<file path="config.mk">
export PLATFORM = sky130hd
export DESIGN_NAME = keyed_wdt
export DESIGN_NICKNAME = d
export VERILOG_FILES = /design/src/rtl/keyed_wdt_pkg.sv /design/src/rtl/keyed_wdt_decode.sv /design/src/rtl/keyed_wdt_ctl.sv /design/src/rtl/keyed_wdt_presc.sv /design/src/rtl/keyed_wdt_count.sv /design/src/rtl/keyed_wdt.sv
export SDC_FILE = /design/constraint.sdc
export NUM_CORES = 1
export LEC_CHECK = 0
export CORE_MARGIN = 4
export CORE_UTILIZATION = 55
export CTS_CLUSTER_SIZE = 16
export DETAILED_ROUTE_END_ITERATION = 12
export GPL_TIMING_DRIVEN = 0
export PLACE_DENSITY = 0.95
export SYNTH_ARGS = -nofsm -noshare
export SYNTH_HDL_FRONTEND = slang
export SYNTH_SLANG_ARGS = --single-unit
</file>
<file path="constraint.sdc">
create_clock -name clk_i -period 11.2 [get_ports clk_i]
set_input_delay 2.24 -clock clk_i [delete_from_list [all_inputs] [get_ports clk_i]]
set_output_delay 2.24 -clock clk_i [all_outputs]
set_load 0.01 [all_outputs]
</file>
<file path="src/rtl/keyed_wdt_pkg.sv">
package keyed_wdt_pkg;
  localparam logic [7:0] KEY_CTL   = 8'hA5;
  localparam logic [7:0] KEY_CNT   = 8'h5A;
  localparam int         OVF_BIT   = 7;
  localparam int         RUN_BIT   = 5;
  localparam int         SEL_LSB   = 0;
endpackage

</file>
<file path="src/rtl/keyed_wdt_decode.sv">
module keyed_wdt_decode (
  input  logic        wr_en_i,
  input  logic        wr_word_i,
  input  logic [15:0] wr_data_i,
  output logic        ctl_we_o,
  output logic        cnt_we_o,
  output logic [7:0]  data_o
);
  import keyed_wdt_pkg::*;
  logic word_wr;
  assign word_wr  = wr_en_i & wr_word_i;
  assign ctl_we_o = word_wr & (wr_data_i[15:8] == KEY_CTL);
  assign cnt_we_o = word_wr & (wr_data_i[15:8] == KEY_CNT);
  assign data_o   = wr_data_i[7:0];
endmodule

</file>
<file path="src/rtl/keyed_wdt_ctl.sv">
module keyed_wdt_ctl #(
  parameter int DIV_W = 3
) (
  input  logic             clk_i,
  input  logic             rst_ni,
  input  logic             we_i,
  input  logic [7:0]       data_i,
  input  logic             ovf_set_i,
  output logic [7:0]       csr_o,
  output logic             run_o,
  output logic [DIV_W-1:0] sel_o,
  output logic             sel_chg_o
);
  import keyed_wdt_pkg::*;
  logic [7:0] csr_q;

  always_ff @(posedge clk_i or negedge rst_ni) begin
    if (!rst_ni) begin
      csr_q <= '0;
    end else begin
      if (we_i) csr_q[OVF_BIT-1:0] <= data_i[OVF_BIT-1:0];
      // flag: set by wrap, cleared only by a keyed write of 0
      csr_q[OVF_BIT] <= ovf_set_i | (csr_q[OVF_BIT] & (~we_i | data_i[OVF_BIT]));
    end
  end

  assign csr_o     = csr_q;
  assign run_o     = csr_q[RUN_BIT];
  assign sel_o     = csr_q[SEL_LSB +: DIV_W];
  assign sel_chg_o = we_i & (data_i[SEL_LSB +: DIV_W] != csr_q[SEL_LSB +: DIV_W]);
endmodule

</file>
<file path="src/rtl/keyed_wdt_presc.sv">
module keyed_wdt_presc #(
  parameter int DIV_W      = 3,
  parameter int BASE_SHIFT = 5,
  parameter int STEP_W     = 8,
  localparam int ACC_W     = BASE_SHIFT + (1 << DIV_W) - 1,
  localparam int SUM_W     = ACC_W + 1,
  localparam int TICK_W    = SUM_W - BASE_SHIFT,
  localparam int SH_W      = $clog2(SUM_W + 1)
) (
  input  logic              clk_i,
  input  logic              rst_ni,
  input  logic              run_i,
  input  logic [DIV_W-1:0]  sel_i,
  input  logic              clr_i,
  input  logic [STEP_W-1:0] adv_i,
  output logic [TICK_W-1:0] ticks_o
);
  logic [ACC_W-1:0] acc_q;
  logic [SUM_W-1:0] sum, mask, shifted;
  logic [SH_W-1:0]  sh;

  always_comb begin
    sh      = SH_W'(BASE_SHIFT) + SH_W'(sel_i);
    sum     = SUM_W'(acc_q) + SUM_W'(adv_i);
    mask    = (SUM_W'(1) << sh) - SUM_W'(1);
    shifted = sum >> sh;
    ticks_o = run_i ? shifted[TICK_W-1:0] : '0;
  end

  always_ff @(posedge clk_i or negedge rst_ni) begin
    if (!rst_ni)     acc_q <= '0;
    else if (clr_i)  acc_q <= '0;
    else if (run_i)  acc_q <= ACC_W'(sum & mask);
  end
endmodule

</file>
<file path="src/rtl/keyed_wdt_count.sv">
module keyed_wdt_count #(
  parameter int CNT_W  = 8,
  parameter int TICK_W = 8,
  localparam int SUM_W = ((CNT_W > TICK_W) ? CNT_W : TICK_W) + 1
) (
  input  logic              clk_i,
  input  logic              rst_ni,
  input  logic              load_i,
  input  logic [CNT_W-1:0]  load_val_i,
  input  logic [TICK_W-1:0] ticks_i,
  output logic [CNT_W-1:0]  cnt_o,
  output logic              ovf_set_o,
  output logic              irq_o
);
  logic [CNT_W-1:0] cnt_q;
  logic [SUM_W-1:0] sum;
  logic             irq_q;

  assign sum       = SUM_W'(cnt_q) + SUM_W'(ticks_i);
  assign ovf_set_o = ~load_i & (|sum[SUM_W-1:CNT_W]);

  always_ff @(posedge clk_i or negedge rst_ni) begin
    if (!rst_ni) begin
      cnt_q <= '0;
      irq_q <= 1'b0;
    end else begin
      cnt_q <= load_i ? load_val_i : sum[CNT_W-1:0];
      irq_q <= ovf_set_o;
    end
  end

  assign cnt_o = cnt_q;
  assign irq_o = irq_q;
endmodule

</file>
<file path="src/rtl/keyed_wdt.sv">
module keyed_wdt #(
  parameter int DIV_W      = 3,
  parameter int BASE_SHIFT = 5,
  parameter int STEP_W     = 8,
  parameter int LVL_W      = 4,
  parameter int VEC_W      = 7,
  localparam int CNT_W     = 8,
  localparam int ACC_W     = BASE_SHIFT + (1 << DIV_W) - 1,
  localparam int TICK_W    = ACC_W + 1 - BASE_SHIFT
) (
  input  logic              clk_i,
  input  logic              rst_ni,
  input  logic              wr_en_i,
  input  logic              wr_word_i,
  input  logic [15:0]       wr_data_i,
  input  logic              rd_sel_i,
  output logic [7:0]        rd_data_o,
  input  logic [STEP_W-1:0] adv_i,
  input  logic [7:0]        prio_i,
  input  logic [7:0]        vec_i,
  output logic              irq_o,
  output logic [LVL_W-1:0]  irq_level_o,
  output logic [VEC_W-1:0]  irq_vector_o
);
  logic              ctl_we, cnt_we, run, sel_chg, ovf_set;
  logic [7:0]        wdata, csr_w;
  logic [CNT_W-1:0]  cnt_w;
  logic [DIV_W-1:0]  sel;
  logic [TICK_W-1:0] ticks;

  keyed_wdt_decode u_dec (
    .wr_en_i, .wr_word_i, .wr_data_i,
    .ctl_we_o(ctl_we), .cnt_we_o(cnt_we), .data_o(wdata)
  );

  keyed_wdt_ctl #(.DIV_W(DIV_W)) u_ctl (
    .clk_i, .rst_ni, .we_i(ctl_we), .data_i(wdata), .ovf_set_i(ovf_set),
    .csr_o(csr_w), .run_o(run), .sel_o(sel), .sel_chg_o(sel_chg)
  );

  keyed_wdt_presc #(.DIV_W(DIV_W), .BASE_SHIFT(BASE_SHIFT), .STEP_W(STEP_W)) u_presc (
    .clk_i, .rst_ni, .run_i(run), .sel_i(sel), .clr_i(sel_chg),
    .adv_i, .ticks_o(ticks)
  );

  keyed_wdt_count #(.CNT_W(CNT_W), .TICK_W(TICK_W)) u_cnt (
    .clk_i, .rst_ni, .load_i(cnt_we), .load_val_i(wdata), .ticks_i(ticks),
    .cnt_o(cnt_w), .ovf_set_o(ovf_set), .irq_o
  );

  assign rd_data_o    = rd_sel_i ? cnt_w : csr_w;
  assign irq_level_o  = prio_i[7 -: LVL_W];
  assign irq_vector_o = vec_i[VEC_W-1:0];
endmodule

</file>
==> impl_metrics.json <==
{
  "run_status": "finished clean",
  "postCtsHoldBufs": 0,
  "flow.area_growth_from_synthesis_pct": 23.8,
  "cts_repair_resize_count": 0,
  "wl_um": 7570,
  "total_number_of_h_tree_levels": 2,
  "hold_class": "reg2reg",
  "worst-slew-pin-transition_ns": 0.669,
  "synth_top_family_by_area": "compound AO/OA/AOI/OAI gates",
  "worst_setup_path_start_kind": "input pin",
  "synthArstFlopShare": 1.00,
  "pwr_density_cell_nw_per_um2": 155,
  "cts.path.max_buffers": 2,
  "drv.max_cap_violation_count": 0,
  "p_total_uw": 517,
  "clock-skew-final_ns": 0.00605,
  "final_common_cell": "sky130_fd_sc_hd__clkdlybuf4s50_1",
  "final_design_area_no_fill_um2": 3330,
  "ir_worst_vdd_v": 0.000119,
  "maximum_fanout_along_the_worst_path": 4,
  "number_of_filler_instances_in_the_final_layout": 362,
  "detailedPlacementHpwl_um": 5470,
  "yosys_most_used_dff": "sky130_fd_sc_hd__dfrtp_1",
  "core_um2": 4720,
  "detailed_router_s_first_iteration_violation_count": 269,
  "placed_cell_area_um2": 3250,
  "post-route-min-period_ns": 6.55,
  "layout_common_cells": "46 x sky130_fd_sc_hd__clkdlybuf4s50_1, 29 x sky130_fd_sc_hd__dfrtp_1, 26 x sky130_fd_sc_hd__a21oi_1",
  "die_width_um": 78.0,
  "wl_per_cell_um": 17.3,
  "slew_viol_final": 0,
  "ys_ff_latch": 29,
  "layout_worst_path_cycle_share": 0.585,
  "synth_enable_flop_cells": 0,
  "post_cts_buffers": 0,
  "die_area_um2": 6080,
  "p_leak_nw": 1.40,
  "synth_cell_types": 56,
  "tritoncts_clock_tree": "built",
  "via_count_of_the_first_global_routing_pass": 2640,
  "groute.usage.overall": 0.252,
  "io_buffer_count": 47,
  "timing.setup.tns_ns": 0,
  "cp.arrival_ns": 6.71,
  "vias_per_std_cell": 6.22,
  "synthCells": 315,
  "area_taken_by_multi_input_logic_gates_um2": 1790,
  "drtPass1Iterations": 7,
  "largest_net_degree_at_the_start_of_global_routing": 30,
  "yosysWarningCount": 0,
  "setup-violations-final": 0,
  "path_class": "in2reg",
  "max-slew-margin-rel": 0.554,
  "finish.utilization": 0.705,
  "syn_area_um2": 2690,
  "max_freq_mhz": 153,
  "synth-simple-area-share": 0.201,
  "numCtsBuffers": 5,
  "post_synth_fa_ha_maj_area_fraction": 0.0939,
  "synth_compound_area_frac": 0.234,
  "cp-end-kind": "flop",
  "route.detailed.drc": 0,
  "rows": 25,
  "first_pass_grt_wire_length_um": 12400,
  "synth.area.mux_share": 0.0823,
  "path_clk_slew_ns": 0.06,
  "place_congestion": 0.906,
  "global_route.overflow_total": 0,
  "cts.root.buffer_cell": "sky130_fd_sc_hd__clkbuf_8",
  "route.vias.total": 2726,
  "clock_sink_count": 29,
  "layout.nets": 434,
  "unrepaired_setup_endpoints_after_global_routing": "no",
  "io_pins": 65,
  "required_ns": 11.36,
  "clock_latency_on_the_worst_skew_pair_ns": 0.28,
  "postSynthAreaPerCell_um2": 8.54,
  "grt_antenna_before_repair": 0,
  "initial_core_util": 0.570,
  "timing_hold_violations_final": 0,
  "synthXorXnorAreaFrac": 0.0516,
  "ant_nets": 0,
  "diodes_inserted": 0,
  "layout.area.seq_um2": 726,
  "die_h_um": 78.0,
  "synth.yosys.seq_area_share": 0.270,
  "drive_above_1_share": 0.127
}
==> logic make-up after synthesis <==
group	count (synthesis)
simple gates	102
compound gates	93
buf+inv	36
flops	29
mux	20
fa+ha+maj	19
xor+xnor	15
other cells	1
==> worst max-delay path, cell delays in order <==
cell and delay (ns):
sky130_fd_sc_hd__clkdlybuf4s50_1 0.40, sky130_fd_sc_hd__ha_1 0.24, sky130_fd_sc_hd__fa_1 0.44, sky130_fd_sc_hd__a211oi_1 0.39, sky130_fd_sc_hd__o21ai_1 0.13, sky130_fd_sc_hd__o21ai_0 0.20, sky130_fd_sc_hd__nor4b_1 0.50, sky130_fd_sc_hd__a2111oi_4 0.07
sky130_fd_sc_hd__o21ai_1 0.24, sky130_fd_sc_hd__o22ai_1 0.15, sky130_fd_sc_hd__ha_1 0.24, sky130_fd_sc_hd__inv_1 0.08, sky130_fd_sc_hd__fa_1 0.20, sky130_fd_sc_hd__nor2b_1 0.06, sky130_fd_sc_hd__o21ai_0 0.21, sky130_fd_sc_hd__a21boi_0 0.16
sky130_fd_sc_hd__o21ai_0 0.19, sky130_fd_sc_hd__nand2b_1 0.11, sky130_fd_sc_hd__a211oi_1 0.34, sky130_fd_sc_hd__o21ai_1 0.11
==> state kept, by name, summed over array words and instances (netlist names) <==
register and cells:
u_cnt.irq_o 1, u_cnt.cnt_o 8, u_ctl.csr_o 8, u_presc.acc_q 12
==> final timing paths <==
check,slack (ns),end,cells past startpoint,start
max,4.65,u_ctl.csr_o[7],20,adv_i[0]
min,0.51,u_ctl.csr_o[6],1,u_ctl.csr_o[6]
max reg2reg,6.65,u_ctl.csr_o[7],19,u_presc.acc_q[0]
min reg2reg,0.51,u_ctl.csr_o[6],1,u_ctl.csr_o[6]
max in group asynchronous,8.78,u_ctl.csr_o[0],1,rst_ni
min in group asynchronous,1.99,u_presc.acc_q[3],1,rst_ni
==> layout make-up <==
class	instances	share of cell area
inverters	8	0.00902
multi-input cells	251	0.538
repair buffers	47	0.140
clock inverters	3	0.00526
well taps	67	0.0252
plain buffers	28	0.0440
clock buffers	5	0.0207
flip-flops and latches	29	0.218
==> where the power goes <==
group	total (mW)	internal, mW	switching [mW]
logic	0.285	0.127	0.158
clock network	0.0850	0.0428	0.0423
registers	0.148	0.129	0.0185
==> layer usage <==
metal,share of wire,vias up,track usage
met4,0.029,0,0.107
met3,0.086,30,0.0603
met2,0.49,165,0.411
li1,-,1247,-
met5,0,-,0
met1,0.40,1284,0.319
==> through the flow <==
step / instances / hold slack, ns / setup slack [ns]
floorplan: 316 / 0.475 / 5.51
global placement: 430 / 0.482 / 4.67
detailed placement: 430 / 0.494 / 4.59
CTS: 438 / 0.508 / 4.79
global route: 438 / 0.542 / 4.47
finish: 438 / 0.509 / 4.65
==> cell usage after synthesis, types with 3 or more instances <==
master	n	area, um^2
sky130_fd_sc_hd__nand3_1	9	45.0
sky130_fd_sc_hd__nand2b_1	12	75.1
sky130_fd_sc_hd__a21oi_1	26	130
sky130_fd_sc_hd__xor2_1	4	35.0
sky130_fd_sc_hd__a211o_1	4	35.0
sky130_fd_sc_hd__nor2_1	25	93.8
sky130_fd_sc_hd__buf_4	11	82.6
sky130_fd_sc_hd__o21a_1	4	30.0
sky130_fd_sc_hd__nor2b_1	6	37.5
sky130_fd_sc_hd__ha_1	17	213
sky130_fd_sc_hd__nor3_1	7	35.0
sky130_fd_sc_hd__dfrtp_1	29	726
sky130_fd_sc_hd__nand4_1	3	18.8
sky130_fd_sc_hd__inv_1	7	26.3
sky130_fd_sc_hd__a211oi_1	7	52.6
sky130_fd_sc_hd__mux2i_1	3	30.0
sky130_fd_sc_hd__a31oi_1	4	25.0
sky130_fd_sc_hd__nor4bb_1	4	40.0
sky130_fd_sc_hd__and2_1	4	25.0
sky130_fd_sc_hd__clkbuf_1	15	56.3
sky130_fd_sc_hd__mux2_2	17	191
sky130_fd_sc_hd__nand2_1	18	67.6
sky130_fd_sc_hd__xnor2_1	10	87.6
sky130_fd_sc_hd__o2111ai_1	4	35.0
sky130_fd_sc_hd__o21ai_0	17	85.1
sky130_fd_sc_hd__o21ai_1	5	25.0
sky130_fd_sc_hd__a21o_1	4	30.0
Power figures use the tool's default switching activity.
